**src/rtl/btb_mt_pkg.sv**
```systemverilog
`timescale 1ns/1ps
package btb_mt_pkg;

    // Operation chosen by the write side of the storage each cycle
    typedef enum logic [1:0] {
        OP_IDLE  = 2'd0,
        OP_WRITE = 2'd1,
        OP_CLEAR = 2'd2
    } btb_op_e;

    function automatic bit is_pow2(input int unsigned n);
        return (n >= 2) && ((n & (n - 1)) == 0);
    endfunction

endpackage

```
**src/rtl/btb_pc_split.sv**
```systemverilog
`timescale 1ns/1ps
module btb_pc_split #(
    parameter int unsigned ADDR_W      = 32,
    parameter int unsigned ALIGN_SHIFT = 2,
    parameter int unsigned IDX_W       = 6,
    parameter int unsigned TAG_W       = 8
) (
    input  logic [ADDR_W-1:0] pc,
    output logic [IDX_W-1:0]  idx,
    output logic [TAG_W-1:0]  tag
);
    localparam int unsigned TAG_LO = ALIGN_SHIFT + IDX_W;

    if (TAG_LO + TAG_W > ADDR_W) begin : g_bad_fields
        $error("index and tag fields do not fit in the PC width");
    end

    // Alignment bits and bits above the tag take no part in the lookup
    logic unused_pc_bits;
    assign unused_pc_bits = ^pc;

    assign idx = pc[ALIGN_SHIFT +: IDX_W];
    assign tag = pc[TAG_LO +: TAG_W];
endmodule

```
**src/rtl/btb_store.sv**
```systemverilog
`timescale 1ns/1ps
module btb_store
    import btb_mt_pkg::*;
#(
    parameter int unsigned ENTRIES = 64,
    parameter int unsigned IDX_W   = 6,
    parameter int unsigned TAG_W   = 8,
    parameter int unsigned TID_W   = 2,
    parameter int unsigned TGT_W   = 32
) (
    input  logic             clk,
    input  logic             rst_n,
    input  logic             flush,
    input  logic             wr_en,
    input  logic [IDX_W-1:0] wr_idx,
    input  logic [TAG_W-1:0] wr_tag,
    input  logic [TID_W-1:0] wr_tid,
    input  logic [TGT_W-1:0] wr_tgt,
    input  logic [IDX_W-1:0] rd_idx,
    output logic             rd_vld,
    output logic [TAG_W-1:0] rd_tag,
    output logic [TID_W-1:0] rd_tid,
    output logic [TGT_W-1:0] rd_tgt
);
    btb_op_e op;

    logic [ENTRIES-1:0] vld_q;
    logic [TAG_W-1:0]   tag_q [ENTRIES];
    logic [TID_W-1:0]   tid_q [ENTRIES];
    logic [TGT_W-1:0]   tgt_q [ENTRIES];

    // Decode of the write-side operation; flush outranks the update
    always_comb begin
        unique case ({flush, wr_en})
            2'b00:        op = OP_IDLE;
            2'b01:        op = OP_WRITE;
            2'b10, 2'b11: op = OP_CLEAR;
            default:      op = OP_IDLE;
        endcase
    end

    // Valid bits: the only state touched by reset and flush
    always_ff @(posedge clk or negedge rst_n) begin
        if (!rst_n) begin
            vld_q <= '0;
        end else begin
            unique case (op)
                OP_CLEAR: vld_q <= '0;
                OP_WRITE: vld_q[wr_idx] <= 1'b1;
                default:  vld_q <= vld_q;
            endcase
        end
    end

    // Payload storage: written only on OP_WRITE, never cleared
    always_ff @(posedge clk) begin
        if (op == OP_WRITE) begin
            tag_q[wr_idx] <= wr_tag;
            tid_q[wr_idx] <= wr_tid;
            tgt_q[wr_idx] <= wr_tgt;
        end
    end

    assign rd_vld = vld_q[rd_idx];
    assign rd_tag = tag_q[rd_idx];
    assign rd_tid = tid_q[rd_idx];
    assign rd_tgt = tgt_q[rd_idx];


    flush_clears_chk: assert property (@(posedge clk) disable iff (!rst_n)
        flush |=> (vld_q == '0));


    flush_beats_write_chk: assert property (@(posedge clk) disable iff (!rst_n)
        (flush && wr_en) |=> !vld_q[$past(wr_idx)]);


    write_fills_slot_chk: assert property (@(posedge clk) disable iff (!rst_n)
        (wr_en && !flush) |=> (vld_q[$past(wr_idx)]
                               && tid_q[$past(wr_idx)] == $past(wr_tid)
                               && tag_q[$past(wr_idx)] == $past(wr_tag)
                               && tgt_q[$past(wr_idx)] == $past(wr_tgt)));
endmodule

```
**src/rtl/btb_match.sv**
```systemverilog
`timescale 1ns/1ps
module btb_match #(
    parameter int unsigned TAG_W = 8,
    parameter int unsigned TID_W = 2,
    parameter int unsigned TGT_W = 32
) (
    input  logic             slot_vld,
    input  logic [TAG_W-1:0] slot_tag,
    input  logic [TID_W-1:0] slot_tid,
    input  logic [TGT_W-1:0] slot_tgt,
    input  logic [TAG_W-1:0] req_tag,
    input  logic [TID_W-1:0] req_tid,
    output logic             hit,
    output logic [TGT_W-1:0] target
);
    logic tag_eq;
    logic tid_eq;

    always_comb begin
        tag_eq = (slot_tag == req_tag);
        tid_eq = (slot_tid == req_tid);
        hit    = slot_vld && tag_eq && tid_eq;
        target = hit ? slot_tgt : '0;
    end
endmodule

```
**src/rtl/btb_mt_direct.sv**
```systemverilog
`timescale 1ns/1ps
module btb_mt_direct
    import btb_mt_pkg::*;
#(
    parameter int unsigned ENTRIES     = 64,
    parameter int unsigned TAG_W       = 8,
    parameter int unsigned ALIGN_SHIFT = 2,
    parameter int unsigned ADDR_W      = 32,
    parameter int unsigned TID_W       = 2,
    parameter int unsigned TGT_W       = 32
) (
    input  logic              clk,
    input  logic              rst_n,
    input  logic              flush,
    input  logic [ADDR_W-1:0] lk_pc,
    input  logic [TID_W-1:0]  lk_tid,
    output logic              lk_hit,
    output logic [TGT_W-1:0]  lk_target,
    input  logic              up_en,
    input  logic [ADDR_W-1:0] up_pc,
    input  logic [TID_W-1:0]  up_tid,
    input  logic [TGT_W-1:0]  up_target
);
    localparam int unsigned IDX_W = $clog2(ENTRIES);

    if (!is_pow2(ENTRIES)) begin : g_bad_entries
        $error("ENTRIES must be a power of two, at least 2");
    end

    logic [IDX_W-1:0] lk_idx, up_idx;
    logic [TAG_W-1:0] lk_tag, up_tag;
    logic             slot_vld;
    logic [TAG_W-1:0] slot_tag;
    logic [TID_W-1:0] slot_tid;
    logic [TGT_W-1:0] slot_tgt;

    btb_pc_split #(.ADDR_W(ADDR_W), .ALIGN_SHIFT(ALIGN_SHIFT),
                   .IDX_W(IDX_W), .TAG_W(TAG_W)) u_split_lk (
        .pc(lk_pc), .idx(lk_idx), .tag(lk_tag)
    );

    btb_pc_split #(.ADDR_W(ADDR_W), .ALIGN_SHIFT(ALIGN_SHIFT),
                   .IDX_W(IDX_W), .TAG_W(TAG_W)) u_split_up (
        .pc(up_pc), .idx(up_idx), .tag(up_tag)
    );

    btb_store #(.ENTRIES(ENTRIES), .IDX_W(IDX_W), .TAG_W(TAG_W),
                .TID_W(TID_W), .TGT_W(TGT_W)) u_store (
        .clk    (clk),
        .rst_n  (rst_n),
        .flush  (flush),
        .wr_en  (up_en),
        .wr_idx (up_idx),
        .wr_tag (up_tag),
        .wr_tid (up_tid),
        .wr_tgt (up_target),
        .rd_idx (lk_idx),
        .rd_vld (slot_vld),
        .rd_tag (slot_tag),
        .rd_tid (slot_tid),
        .rd_tgt (slot_tgt)
    );

    btb_match #(.TAG_W(TAG_W), .TID_W(TID_W), .TGT_W(TGT_W)) u_match (
        .slot_vld (slot_vld),
        .slot_tag (slot_tag),
        .slot_tid (slot_tid),
        .slot_tgt (slot_tgt),
        .req_tag  (lk_tag),
        .req_tid  (lk_tid),
        .hit      (lk_hit),
        .target   (lk_target)
    );


    miss_zero_chk: assert property (@(posedge clk) disable iff (!rst_n)
        !lk_hit |-> (lk_target == '0));


    reset_miss_chk: assert property (@(posedge clk) disable iff (!rst_n)
        (!$past(rst_n)) |-> !lk_hit);
endmodule

```
**config.mk**
```make
export PLATFORM = sky130hd
export DESIGN_NAME = btb_mt_direct
export DESIGN_NICKNAME = d
export VERILOG_FILES = /design/src/rtl/btb_mt_pkg.sv /design/src/rtl/btb_pc_split.sv /design/src/rtl/btb_store.sv /design/src/rtl/btb_match.sv /design/src/rtl/btb_mt_direct.sv
export SDC_FILE = /design/constraint.sdc
export NUM_CORES = 2
export LEC_CHECK = 0
export BUFFER_PORTS_ARGS = -buffer_cell sky130_fd_sc_hd__buf_4
export CELL_PAD_IN_SITES_DETAIL_PLACEMENT = 0
export CELL_PAD_IN_SITES_GLOBAL_PLACEMENT = 1
export CORE_ASPECT_RATIO = 1.5
export CORE_MARGIN = 2
export CORE_UTILIZATION = 60
export CTS_BUF_LIST = sky130_fd_sc_hd__clkbuf_8
export DETAILED_ROUTE_END_ITERATION = 6
export PLACE_DENSITY_LB_ADDON = 0.1
export SETUP_SLACK_MARGIN = 0.02
export SLEW_MARGIN = 20
export SYNTH_ARGS = -nofsm -noshare
export SYNTH_HDL_FRONTEND = slang
export SYNTH_SLANG_ARGS = --single-unit
```
**constraint.sdc**
```tcl
create_clock -name clk -period 8.1 [get_ports clk]
set_input_delay 1.215 -clock clk [delete_from_list [all_inputs] [get_ports clk]]
set_output_delay 1.215 -clock clk [all_outputs]
set_load 0.01 [all_outputs]
```
* Word level (Yosys, flattened, before mapping)
Memories as Yosys holds them, arrays and structs flattened.
Cells that the tools add are included.
** Storage, ports and cells
- Memories kept :: 3
- RAM bits :: 2688
- Flip-flop bits (word level) :: 64
- Input bits :: 104
** Operators by class
- Reductions and logical operators :: 6
- Equal/unequal tests :: 7
- Muxes and demuxes :: 9
- $lt $le $gt $ge :: 3
- Bitwise gates (word level) :: 1
** Memory list
- u_store.tgt_q :: words 64, width 32, read ports 1, clocked after Yosys merged registers in 0, wr ports 1, RTL line btb_store.sv:30 : logic [TGT_W-1:0] tgt_q [ENTRIES];
- u_store.tag_q :: words 64, width 8, read ports 1, clocked after Yosys merged registers in 0, wr ports 1, RTL line btb_store.sv:28 : logic [TAG_W-1:0] tag_q [ENTRIES];
- u_store.tid_q :: words 64, width 2, read ports 1, clocked after Yosys merged registers in 0, wr ports 1, RTL line btb_store.sv:29 : logic [TID_W-1:0] tid_q [ENTRIES];
** Operators by type and width (count)
- case mux 64 bit (2 select lines) :: 1
- OR 64 bit :: 1
- two-way mux 32 bit :: 1
- less-than comparator 6 x 7 -> 1 bit (second input constant) :: 2
- == test 8 bit :: 1
- binary-select mux 1 bit (select 6 bit) :: 1
- demux 1 bit (select 6 bit) :: 1
- == test 2 bit (second input constant) :: 3
- greater-or-equal comparator 6 x 1 -> 1 bit (second input constant) :: 1
- case mux 2 bit (3 select lines) :: 1
- == test 2 x 1 -> 1 bit (second input constant) :: 2
- two-way mux 1 bit :: 4
- logical AND 1 bit :: 3
- == test 2 bit :: 1
- zero test 2 bit :: 1
- nonzero test 2 bit :: 1
- OR reduction 2 bit :: 1

* Longest topological paths before layout
- Word-level depth :: 6
- Gate-level depth with buffers :: 16
- Gate-level depth less buffers :: 8

* Hierarchy
From an unflattened synthesis, not the netlist that was laid out.
** Unflattened totals
- Cell total of the unflattened synthesis :: 4714
- Area total of the unflattened synthesis :: 105482.4 µm²
** By module, submodules not included
- btb_store :: sequential area each 82319.0 µm², cells an instance 4590, times used 1, area each 104497.7 µm²
- btb_match :: sequential area each 0.0 µm², cells an instance 96, times used 1, area each 774.5 µm²
- btb_pc_split :: sequential area each 0.0 µm², cells an instance 14, times used 2, area each 105.1 µm²

* Least setup slack after synthesis
Ideal clock, no wire load.
- Kind :: input port to output port
- Start :: in lk_pc[2]
- End :: out lk_target[0]
- Data arrival time :: 4000 ps
- Slack :: 2885 ps
- Path buffers :: 8
- Stages on the path :: 12
- Cell sequence :: buf_6 > buf_6 > buf_6 > buf_6 > buf_6 > buf_6 > buf_6 > buf_2 > mux4_2 > mux4_2 > a221oi_1 > nor3_2
** Between the ends
- Longest elaborated chain between the ends :: 5
- Elaborated cells between the ends (all ways) :: 10
** Ends and longest elaborated chain
- from (decl) :: RTL line btb_mt_direct.sv:15 : input logic [ADDR_W-1:0] lk_pc,
- memory read (64 x 8 bit) / binary-select mux 1 bit (select 6 bit) (equally long branches)
- == test 8 bit / two-way mux 1 bit (equally long branches) :: RTL line btb_match.sv:20, btb_store.sv:64
- logical AND 1 bit (2 in series) :: RTL line btb_match.sv:22 : hit = slot_vld && tag_eq && tid_eq;
- two-way mux 32 bit (*) :: RTL line btb_match.sv:23 : target = hit ? slot_tgt : '0;
- to (decl) :: RTL line btb_mt_direct.sv:18 : output logic [TGT_W-1:0] lk_target,
Mark *: on every way between the ends. The rest lies on a longest branch, timed or not. The select of a mux whose other input is x is not followed.

* Worst setup path in the final report
- Start :: in lk_pc[4]
- End :: out lk_target[7]
Same word-level chain as after synthesis.

==> results.yml <==
floorplanning:
  die_area_sq_mm: 0.180
  floorplan.rows: 188
  pin_count: 137
  fp.dieH_microns: 519
  core_sq_mm: 0.175
  fp.dieW_microns: 347
  initial_core_util: 0.604
logic_synthesis:
  netlist_top_cells_area: "edfxtp_1, mux4_2, dfrtp_1, mux2i_1, o22ai_1"
  synth_edf_count: 2688
  synth_nets: 4563
  synth_area_per_cell_sq_um: 23.8
  synth.yosys.seq_area_share: 0.777
  ys_types: 64
  yosys.area.top_type: "edfxtp_1"
  async_reset_ff_frac: 0.0233
  yosysWarningCount: 0
  synthesis.area_sq_mm: 0.106
  synthFlopType: "edfxtp_1"
  netlist_instances: 4459
  ys_ff_latch: 2752
  synth_top_area_frac: 0.762
global_route:
  grt_max_degree: 157
  top_usage_layer: "met2"
  grt.met3_usage: 0.0601
  use_met2: 0.520
  grt_pass1_wl_mm: 391
  grt_pass1_vias: 51800
  track_usage: 0.316
  met1_usage: 0.426
  antenna_found_initial: 16
  grt-ovfl-total: 0
critical_path:
  critPathArrivalTime_ns: 5.51
  cp-start-kind: "primary input"
  critPathCaptureType: "output port"
  worst-path-max-fanout: 69
  cp_data_required_time_ns: 6.88
  reg2reg_depth: 2
  ff2ff_setup_slack_ns: 7.42
  path_class: "primary input to output port"
timing:
  setup_ws_ns: 1.38
  finalHoldViolCount: 0
  post-route-period-util: 0.830
  max_freq_mhz: 149
  setup_viol: 0
  slew_violations: 0
  setup_tns_ns: 0
  tightestPinTransition_ns: 1.21
  fin_crit_ns: 6.72
  finClkSkew_ns: 0
  slew_headroom: 0.195
  rsz0062_at_grt: "no"
detailed_routing:
  drtAntennaViolNets: 0
  wire_per_inst_microns: 37.8
  drt-initial-drc-count: 6411
  drc: 0
  via_per_inst: 6.89
  vias: 51200
  wl_mm: 281
  firstDrtPassIters: 5
clocking:
  cts.sinks: 2752
  cts_setup_buffers: 0
  cts_buffers: 390
  cts_tree: "built"
  clkTransAtPathRegs_ns: 0.06
  cts-htree-levels: 5
  insertion_delay_ns: 0.93
  cts_root_buf: "clkbuf_8"
  cts_resized: 0
  cts_hold_buffers: 0
  clock_path_buffers: 4
job:
  max_cap_viol_count: 0
place:
  gp_congestion: 0.773
  postPlaceCellArea_sq_mm: 0.110
  pre_cts_slack_ns: 1.38
  port_buffers: 100
  dp_hpwl_mm: 145
finish:
  area_growth_pct: 10.3
  layout.nets: 4946
  layout_common_cells: "edfxtp_1, mux4_2, clkbuf_8, buf_4, inv_1"
  final_common_cell: "edfxtp_1"
  drive_gt1_frac: 0.312
  fin_area_sq_mm: 0.117
hold_path:
  min_path_type: "primary input to asynchronous set/reset pin"
pwr:
  irDropWorstVdd_mv: 0.129
  leakage_nw: 36.8
  power.density_mw_per_mm2: 230
outcome:
  status: "finished clean"
-- metal layers --
metal	part of all wire	routed length (microns)
met2	0.50	142000
met5	0.00035	99
met1	0.36	101000
met4	0.040	11300
met3	0.096	27000
-- sequential cells by signal, indices dropped and copies added (netlist names) --
register / cells
u_store.tgt_q: 2048
u_store.tag_q: 512
u_store.tid_q: 128
u_store.vld_q: 64
-- critical path, stage by stage --
cell and delay (ns):
buf_8 0.48, buf_12 0.53, mux4_2 0.58, o2111ai_1 0.23, nand4_1 0.23, mux2_2 0.29, o221ai_1 0.16, or4_2 0.75
buf_4 0.32, nor3_2 0.38, buf_4 0.19
-- through the flow --
stage                      util  hold slack, ns  cells  power (mW)
final                     0.667           0.372   7422        26.8
after floorplan               -           0.501   4459        16.8
after global routing      0.667           0.407   7421        27.6
after detailed placement  0.628           0.521   6730        17.3
after global placement    0.627           0.512   6727        17.3
after CTS                 0.666           0.322   7417        27.0
-- power by group --
group | switching (mW) | internal (mW)
logic | 0.793 | 0.521
clock network | 5.08 | 4.74
registers | 0.0127 | 15.7
total | 5.88 | 20.9
-- synth_stat cells, types with 33 or more instances --
master and instances:
a221oi_1 39, a22o_1 33, a22oi_1 37, buf_2 61, buf_6 34, clkbuf_1 111
dfrtp_1 64, edfxtp_1 2688, inv_1 66, mux2i_1 76, mux4_2 784, nand2_1 37
nor2_1 95, o22ai_1 70
-- worst paths after layout --
kind,startpoint,endpoint
max in group asynchronous,rst_n,u_store.vld_q[37]
min in group clk,u_store.vld_q[6],u_store.vld_q[6]
max,lk_pc[4],lk_target[7]
min reg2reg,u_store.vld_q[6],u_store.vld_q[6]
max reg2reg,u_store.vld_q[20],u_store.vld_q[20]
min,rst_n,u_store.vld_q[7]
-- logic make-up (layout without fill, tap and decap cells) --
logic type,after synthesis,after routing,share of synthesized area
compound gates,246,246,0.0177
xor+xnor,7,7,0.000650
buf+inv,326,1004,0.0160
simple gates,255,255,0.0129
flops,2752,2752,0.777
mux,873,873,0.176
other cells,0,5,0
-- layout make-up --
type	count	area, sq um
Clock buffer	398	5480
Sequential cell	2752	82300
Antenna cell	5	12.5
Clock inverter	289	1340
Timing Repair Buffer	248	2120
Multi-Input combinational cell	1381	22400
Tap cell	2280	2850
Fill cell	11100	58400
Inverter	69	267
Power figures use the tool's default switching activity.
